**config.mk**
```make
export PLATFORM = sky130hd
export DESIGN_NAME = vfu_top
export DESIGN_NICKNAME = d
export VERILOG_FILES = /design/src/rtl/vfu_pkg.sv /design/src/rtl/vfu_region.sv /design/src/rtl/vfu_tlb_check.sv /design/src/rtl/vfu_state.sv /design/src/rtl/vfu_top.sv
export SDC_FILE = /design/constraint.sdc
export NUM_CORES = 1
export LEC_CHECK = 0
export ABC_AREA = 1
export BUFFER_PORTS_ARGS = -buffer_cell sky130_fd_sc_hd__buf_2
export CORE_ASPECT_RATIO = 1.5
export CORE_UTILIZATION = 50
export CTS_BUF_LIST = sky130_fd_sc_hd__clkbuf_4 sky130_fd_sc_hd__clkbuf_8
export DETAILED_ROUTE_END_ITERATION = 6
export HOLD_SLACK_MARGIN = 0.15
export PLACE_DENSITY = 0.9
export SYNTH_ARGS = -nofsm -noshare
export SYNTH_HDL_FRONTEND = slang
export SYNTH_SLANG_ARGS = --single-unit
```
**constraint.sdc**
```tcl
create_clock -name clk -period 2.36 [get_ports clk]
set_input_delay 0.236 -clock clk [delete_from_list [all_inputs] [get_ports clk]]
set_output_delay 0.236 -clock clk [all_outputs]
set_load 0.03 [all_outputs]
```
**src/rtl/vfu_pkg.sv**
```systemverilog
// Shared constants and types for the address region decoder and fault
// classifier. Assumes a 32-bit virtual address and a 29-bit physical space.
package vfu_pkg;

    localparam int VA_W   = 32;
    localparam int PA_W   = 29;
    localparam int CODE_W = 12;
    localparam int PG_MIN = 10;

    typedef enum logic [1:0] {
        ACC_FETCH = 2'b00,
        ACC_READ  = 2'b01,
        ACC_WRITE = 2'b10,
        ACC_RSVD  = 2'b11
    } acc_e;

    localparam logic [CODE_W-1:0] EXC_NONE     = 12'h000;
    localparam logic [CODE_W-1:0] EXC_RD_MISS  = 12'h040;
    localparam logic [CODE_W-1:0] EXC_WR_MISS  = 12'h060;
    localparam logic [CODE_W-1:0] EXC_FIRST_WR = 12'h080;
    localparam logic [CODE_W-1:0] EXC_RD_PROT  = 12'h0A0;
    localparam logic [CODE_W-1:0] EXC_WR_PROT  = 12'h0C0;
    localparam logic [CODE_W-1:0] EXC_RD_ADDR  = 12'h0E0;
    localparam logic [CODE_W-1:0] EXC_WR_ADDR  = 12'h100;
    localparam logic [CODE_W-1:0] EXC_MULTI    = 12'h140;

    typedef struct packed {
        logic              fault;
        logic [CODE_W-1:0] code;
        logic [VA_W-1:0]   paddr;
        logic              can_wr;
    } xres_t;

    // Page offset width for a given page size code.
    function automatic int page_bits(input int sz);
        case (sz)
            0:       return 10;
            1:       return 12;
            2:       return 16;
            default: return 20;
        endcase
    endfunction

endpackage

```
**src/rtl/vfu_region.sv**
```systemverilog
// Fixed-region decoder. Classifies a virtual address into the folded
// window, the pass-through window or the translatable space, and flags
// unprivileged accesses that the untranslated windows refuse.
// Assumes VA_W >= 6 and PA_W < VA_W.
module vfu_region #(
    parameter int VA_W = 32,
    parameter int PA_W = 29
) (
    input  logic [VA_W-1:0] va,
    input  logic            priv,
    output logic            needs_map,
    output logic            deny,
    output logic [VA_W-1:0] direct_pa
);
    localparam int ZPAD = VA_W - PA_W;

    logic fold_win;
    logic pass_win;
    logic user_slice;

    // Decode the top address bits into region membership.
    always_comb begin
        fold_win   = (va[VA_W-1 -: 2] == 2'b10);
        pass_win   = (va[VA_W-1 -: 3] == 3'b111);
        user_slice = (va[VA_W-1 -: 6] == 6'b111000);
        needs_map  = !(fold_win || pass_win);
        deny       = (fold_win || pass_win) && !priv && !(pass_win && user_slice);
        direct_pa  = fold_win ? {{ZPAD{1'b0}}, va[PA_W-1:0]} : va;
    end

endmodule

```
**src/rtl/vfu_tlb_check.sv**
```systemverilog
// Classifies a TLB lookup outcome into a fault code or a physical
// address. The page-size candidates are built by a generate loop.
// Assumes PA_W == PPN_W + PG_MIN and inputs are stable for the cycle.
module vfu_tlb_check
    import vfu_pkg::*;
#(
    parameter int VA_W  = 32,
    parameter int PPN_W = 19,
    parameter int SZ_W  = 2
) (
    input  logic [VA_W-1:0]  va,
    input  logic             is_wr,
    input  logic             priv,
    input  logic             hit,
    input  logic             multi,
    input  logic [PPN_W-1:0] ppn,
    input  logic [SZ_W-1:0]  size,
    input  logic [1:0]       prot,
    input  logic             dirty,
    output xres_t            res
);
    localparam int NSZ  = 1 << SZ_W;
    localparam int PW   = PPN_W + PG_MIN;
    localparam int ZPAD = VA_W - PW;

    logic [PW-1:0] frame_base;
    logic [PW-1:0] cand [NSZ];

    assign frame_base = {ppn, {PG_MIN{1'b0}}};

    // One physical address candidate per page size.
    for (genvar s = 0; s < NSZ; s++) begin : g_size
        localparam int OB = page_bits(s);
        localparam logic [PW-1:0] OFF_MASK = PW'((64'd1 << OB) - 64'd1);
        assign cand[s] = (frame_base & ~OFF_MASK) | (va[PW-1:0] & OFF_MASK);
    end

    // Apply fault causes in priority order, then select the mapping.
    always_comb begin
        res = '0;
        if (multi) begin
            res.fault = 1'b1;
            res.code  = EXC_MULTI;
        end else if (!hit) begin
            res.fault = 1'b1;
            res.code  = is_wr ? EXC_WR_MISS : EXC_RD_MISS;
        end else if (!priv && !prot[1]) begin
            res.fault = 1'b1;
            res.code  = is_wr ? EXC_WR_PROT : EXC_RD_PROT;
        end else if (is_wr && !prot[0]) begin
            res.fault = 1'b1;
            res.code  = EXC_WR_PROT;
        end else if (is_wr && !dirty) begin
            res.fault = 1'b1;
            res.code  = EXC_FIRST_WR;
        end else begin
            res.paddr  = {{ZPAD{1'b0}}, cand[size]};
            res.can_wr = prot[0] && dirty;
        end
    end

endmodule

```
**src/rtl/vfu_state.sv**
```systemverilog
// Holds the replacement pointer and the fault page register.
// Assumes URC_W <= 8 so the bound comparison stays narrow.
module vfu_state #(
    parameter int URC_W  = 6,
    parameter int VPN_W  = 22,
    parameter int ASID_W = 8
) (
    input  logic              clk,
    input  logic              rst_n,
    input  logic              step,
    input  logic [URC_W-1:0]  bound,
    input  logic              capture,
    input  logic [VPN_W-1:0]  cap_vpn,
    input  logic              asid_wr,
    input  logic [ASID_W-1:0] asid_wdata,
    output logic [URC_W-1:0]  urc,
    output logic [VPN_W-1:0]  vpn_q,
    output logic [ASID_W-1:0] asid_q
);
    logic [URC_W:0]   urc_inc;
    logic             urc_wrap;
    logic [URC_W-1:0] urc_nx;

    // Next pointer value with bound and overflow wrap.
    always_comb begin
        urc_inc  = {1'b0, urc} + 1'b1;
        urc_wrap = ((bound != '0) && (urc_inc > {1'b0, bound})) || urc_inc[URC_W];
        urc_nx   = urc_wrap ? '0 : urc_inc[URC_W-1:0];
    end

    // Replacement pointer register.
    always_ff @(posedge clk) begin
        if (!rst_n)    urc <= '0;
        else if (step) urc <= urc_nx;
    end

    // Fault page number register.
    always_ff @(posedge clk) begin
        if (!rst_n)       vpn_q <= '0;
        else if (capture) vpn_q <= cap_vpn;
    end

    // Address-space identifier, written only by its own strobe.
    always_ff @(posedge clk) begin
        if (!rst_n)       asid_q <= '0;
        else if (asid_wr) asid_q <= asid_wdata;
    end

endmodule

```
**src/rtl/vfu_top.sv**
```systemverilog
// Address region decoder and fault classifier. Combines the fixed-region
// decode, the translation enable and the TLB outcome into one registered
// response, and updates the replacement pointer and fault page register.
// Assumes the TLB inputs describe the lookup of req_vaddr in the same cycle.
module vfu_top
    import vfu_pkg::*;
#(
    parameter int PPN_W  = 19,
    parameter int SZ_W   = 2,
    parameter int URC_W  = 6,
    parameter int ASID_W = 8
) (
    input  logic              clk,
    input  logic              rst_n,
    input  logic              req_valid,
    input  logic [31:0]       req_vaddr,
    input  logic [1:0]        req_kind,
    input  logic              req_priv,
    input  logic              xlate_en,
    input  logic              tlb_hit,
    input  logic              tlb_multi,
    input  logic [PPN_W-1:0]  tlb_ppn,
    input  logic [SZ_W-1:0]   tlb_size,
    input  logic [1:0]        tlb_prot,
    input  logic              tlb_dirty,
    input  logic [URC_W-1:0]  urb_limit,
    input  logic              asid_wr,
    input  logic [ASID_W-1:0] asid_wdata,
    output logic              rsp_valid,
    output logic              rsp_fault,
    output logic [11:0]       rsp_code,
    output logic [31:0]       rsp_paddr,
    output logic              rsp_can_write,
    output logic [21:0]       pteh_vpn,
    output logic [ASID_W-1:0] pteh_asid,
    output logic [URC_W-1:0]  urc
);
    localparam int VPN_W = VA_W - PG_MIN;
    localparam int ZPAD  = VA_W - PA_W;

    logic            is_wr;
    logic            needs_map;
    logic            deny;
    logic [VA_W-1:0] direct_pa;
    xres_t           tlb_res;
    xres_t           res;
    logic            tlb_consult;
    logic            capture;

    assign is_wr = (acc_e'(req_kind) == ACC_WRITE);

    vfu_region #(.VA_W(VA_W), .PA_W(PA_W)) u_region (
        .va        (req_vaddr),
        .priv      (req_priv),
        .needs_map (needs_map),
        .deny      (deny),
        .direct_pa (direct_pa)
    );

    vfu_tlb_check #(.VA_W(VA_W), .PPN_W(PPN_W), .SZ_W(SZ_W)) u_check (
        .va    (req_vaddr),
        .is_wr (is_wr),
        .priv  (req_priv),
        .hit   (tlb_hit),
        .multi (tlb_multi),
        .ppn   (tlb_ppn),
        .size  (tlb_size),
        .prot  (tlb_prot),
        .dirty (tlb_dirty),
        .res   (tlb_res)
    );

    // Choose between region fault, direct mapping, flat mapping and TLB result.
    always_comb begin
        res = '0;
        if (deny) begin
            res.fault = 1'b1;
            res.code  = is_wr ? EXC_WR_ADDR : EXC_RD_ADDR;
        end else if (!needs_map) begin
            res.paddr  = direct_pa;
            res.can_wr = 1'b1;
        end else if (!xlate_en) begin
            res.paddr  = {{ZPAD{1'b0}}, req_vaddr[PA_W-1:0]};
            res.can_wr = 1'b1;
        end else begin
            res = tlb_res;
        end
    end

    // State update strobes for the pointer and the fault page register.
    always_comb begin
        tlb_consult = req_valid && needs_map && xlate_en;
        capture     = req_valid && res.fault && (res.code != EXC_MULTI);
    end

    vfu_state #(.URC_W(URC_W), .VPN_W(VPN_W), .ASID_W(ASID_W)) u_state (
        .clk        (clk),
        .rst_n      (rst_n),
        .step       (tlb_consult),
        .bound      (urb_limit),
        .capture    (capture),
        .cap_vpn    (req_vaddr[VA_W-1:PG_MIN]),
        .asid_wr    (asid_wr),
        .asid_wdata (asid_wdata),
        .urc        (urc),
        .vpn_q      (pteh_vpn),
        .asid_q     (pteh_asid)
    );

    // Response strobe register.
    always_ff @(posedge clk) begin
        if (!rst_n) rsp_valid <= 1'b0;
        else        rsp_valid <= req_valid;
    end

    // Response data register, loaded with each request.
    always_ff @(posedge clk) begin
        if (!rst_n) begin
            rsp_fault     <= 1'b0;
            rsp_code      <= '0;
            rsp_paddr     <= '0;
            rsp_can_write <= 1'b0;
        end else if (req_valid) begin
            rsp_fault     <= res.fault;
            rsp_code      <= res.code;
            rsp_paddr     <= res.paddr;
            rsp_can_write <= res.can_wr;
        end
    end

endmodule

```
==> summary.txt <==
Register bit total from synthesis - 75
P_leak - 2.75 nW
Crit path max fanout - 6
Drt initial violations - 214
Cell family with the largest share of critical-path delay - simple AND/OR/NAND/NOR gates
CTS H-tree depth - 3
Clock root cell - clkbuf_8
Setup Buffers After CTS - 0
Switching part of the total power - 32.2%
Syn. warnings - 0
Clock Tree Buf Depth - 2
EDFF count, synth - 0
Setup Crit Path Kind - reg2reg
Die height - 110 µm
Final Max Tran Viols - 0
Num CTS Buffers - 9
DRT antenna net count - 0
Via/cell ratio - 4.95
Gr ovfl total - 0
Startpoint Class - flop
I/O Pins - 163
Ant diodes - 0
NumNets Final - 827
Mean Syn Cell Area - 6.69 µm²
CP required - 2.65 ns
Pre-antenna DRT Iters - 4
Final WS setup - 0.263 ns
Top_reg_cell synth - dfxtp_1
Maxcap violations - 0
Clk_lat worst skew - 0.36 ns
Maximum clock rate - 0.477 GHz
Die W - 73.7 µm
Die area - 8070 µm²
P_sw - 0.000995 W
Asr flop ratio synth - 0%
Worst Skew - 0.00390 ns
Average wire per standard cell - 13.1 µm
Drt total wl - 11000 µm
DRC - 0
Pint - 0.00210 W
Worst hold slack - 0.212 ns
Core area - 7370 µm²
CTS sink count - 75
Syn Inst Count - 576
Post-CTS sizing - 0
Synth area leaders - dfxtp_1 39%, nand2_1 15%, inv_1 9.1%
Row count - 38
Post-synth top cells - 157 x nand2_1, 93 x inv_1, 75 x dfxtp_1, 68 x nor2_1, 26 x nand4_1
Distinct cells, synth - 29
Initial antenna violation count - 0
Worst hold path class - in2reg
CTS tree - built
Placer Congestion - 0.871
Fillers - 650
Final setup TNS - 0 ns
Status - completed
Power share of the combinational group - 22.8%
Peak VDD IR - 0.521 mV
Max-Slew Margin vs Limit - 56.6%
Via count - 4184
Top-area cell type share of the netlist area - 39.0%
Initial core utilization - 52.3%
Mapped Area - 3850 µm²
Count leader, synth - nand2_1
Final Hold Violating Endpoints - 0
Critical path endpoint category - flop
Clock-pin slew of the registers on the worst-case setup and hold paths - 0.08 ns
PD cells - 618 nW/µm²
Worst EP arrival - 2.38 ns
Most frequent CP cell - nand2_1
Cell taking the most area after synthesis - dfxtp_1
Reg power frac - 44.6%
Layout Area Growth over Synthesis - 29.8%
Pin count of the biggest net entering global routing - 37
Tcrit/Tclk final - 88.9%
PortBufs - 154
DP Wirelength - 7810 µm
Worst-margin pin slew - 0.650 ns
Cells along the critical path - ha_1 -> nand3_1 -> xor2_1 -> inv_1 -> ha_1 -> nand2_1 -> nand2_1 -> a21oi_1 -> nand2_1 -> nand2_1 -> nand3_1 -> a21oi_1
Layout cell share with drive strength beyond 1 - 28.2%
RSZ-0062 raised after global routing - false
GRT Total Usage - 27.8%
WP buf/inv - 1
Slowest stage delay, CP - 0.41 ns
Vias in the first global route - 3936
Pre-CTS setup slack - 0.309 ns
Slowest-stage cell, CP - dfxtp_1
Clock Power Share - 32.6%
Tmin final - 2.10 ns
Final setup fails - 0
Register area share after synthesis - 39.0%
Global-route wire length before repair - 17000 µm
==> logic make-up after synthesis <==
logic type / share of synthesized area (%)
xor+xnor: 0.682
flops: 39.0
buf+inv: 14.7
simple gates: 32.8
other cells: 0.0973
fa+ha+maj: 2.27
compound gates: 10.4
==> worst reg2reg max path, cell delays in order (launching register included) <==
cell	delay, ns
dfxtp_1	0.41
ha_1	0.23
nand3_1	0.13
xor2_1	0.16
inv_1	0.07
ha_1	0.30
nand2_1	0.07
nand2_1	0.05
a21oi_1	0.12
nand2_1	0.08
nand2_1	0.18
nand3_1	0.10
a21oi_1	0.13
==> flip-flops by register name, summed over array words and instances (netlist names) <==
signal / count
rsp_code: 4
u_state.urc: 6
rsp_valid: 1
rsp_fault: 1
u_state.asid_q: 8
rsp_can_write: 1
rsp_paddr: 32
u_state.vpn_q: 22
==> per-layer routing <==
layer  routed length, µm  global-route usage (%)  part of all wire, %  vias up
met2                5770                    49.6                   52      181
met1                4160                    27.8                   38     1877
met5                   0                       0                    0        -
met3                 608                    6.87                  5.5       44
li1                    -                       -                    -     2082
met4                 501                    18.5                  4.5        0
==> worst paths after layout <==
path | startpoint | endpoint | slack [ns] | cells after the start
setup / recovery | u_state.urc[0]$_SDFFE_PN0P_ | u_state.urc[5]$_SDFFE_PN0P_ | 0.26 | 12
hold / removal | tlb_ppn[12] | rsp_paddr[22]$_SDFFE_PN0P_ | 0.21 | 5
setup reg to reg | u_state.urc[0]$_SDFFE_PN0P_ | u_state.urc[5]$_SDFFE_PN0P_ | 0.26 | 12
hold reg to reg | rsp_can_write$_SDFFE_PN0P_ | rsp_can_write$_SDFFE_PN0P_ | 0.47 | 2
==> metrics by stage <==
step / util [%] / area, µm² / cells / total power, W
floorplan: - / 3880 / 583 / 0.00188
global placement: 62.8 / 4620 / 811 / 0.00206
detailed placement: 62.8 / 4620 / 811 / 0.00208
CTS: 67.9 / 5000 / 845 / 0.00310
global route: 67.9 / 5000 / 845 / 0.00322
finish: 67.9 / 5000 / 845 / 0.00309
==> power groups by stage <==
stage                     Clock [W]  Combinational, W  Sequential [W]
final                       0.00101          0.000704         0.00138
after global routing        0.00107          0.000770         0.00139
after CTS                   0.00102          0.000700         0.00138
after detailed placement          0          0.000673         0.00141
after global placement            0          0.000656         0.00140
after floorplan                   0          0.000325         0.00156
==> cell type report <==
| cell class | instances | area (µm²) | share of cell area, % |
|---|---|---|---|
| Sequential cell | 75 | 1500 | 30.0 |
| Timing Repair Buffer | 178 | 996 | 19.9 |
| Multi-Input combinational cell | 377 | 1810 | 36.2 |
| Clock buffer | 11 | 145 | 2.90 |
| Inverter | 99 | 372 | 7.43 |
| Tap cell | 100 | 125 | 2.50 |
| Clock inverter | 5 | 52.6 | 1.05 |
==> layout by cell type, fill, tap and decap left out, types with 3 or more instances in the layout <==
cell type | synthesis | layout
a21oi_1 | 25 | 25
a21oi_2 | 9 | 9
buf_2 | 7 | 154
buf_4 | 8 | 6
clkbuf_8 | 0 | 10
clkinv_2 | 0 | 3
conb_1 | 1 | 8
dfxtp_1 | 75 | 75
dlygate4sd3_1 | 0 | 18
ha_1 | 7 | 7
inv_1 | 93 | 93
inv_2 | 6 | 6
nand2_1 | 157 | 157
nand2_2 | 13 | 13
nand3_1 | 18 | 18
nand3b_1 | 3 | 3
nand4_1 | 26 | 26
nor2_1 | 68 | 68
o21a_1 | 8 | 8
o21ai_0 | 23 | 23
==> what timing repair did <==
| action | CTS | global route |
|---|---|---|
| setup endpoints to repair | 0 | 0 |
| hold buffers | 18 | 0 |
| hold endpoints to repair | 18 | 0 |
Power figures use the tool's default switching activity.
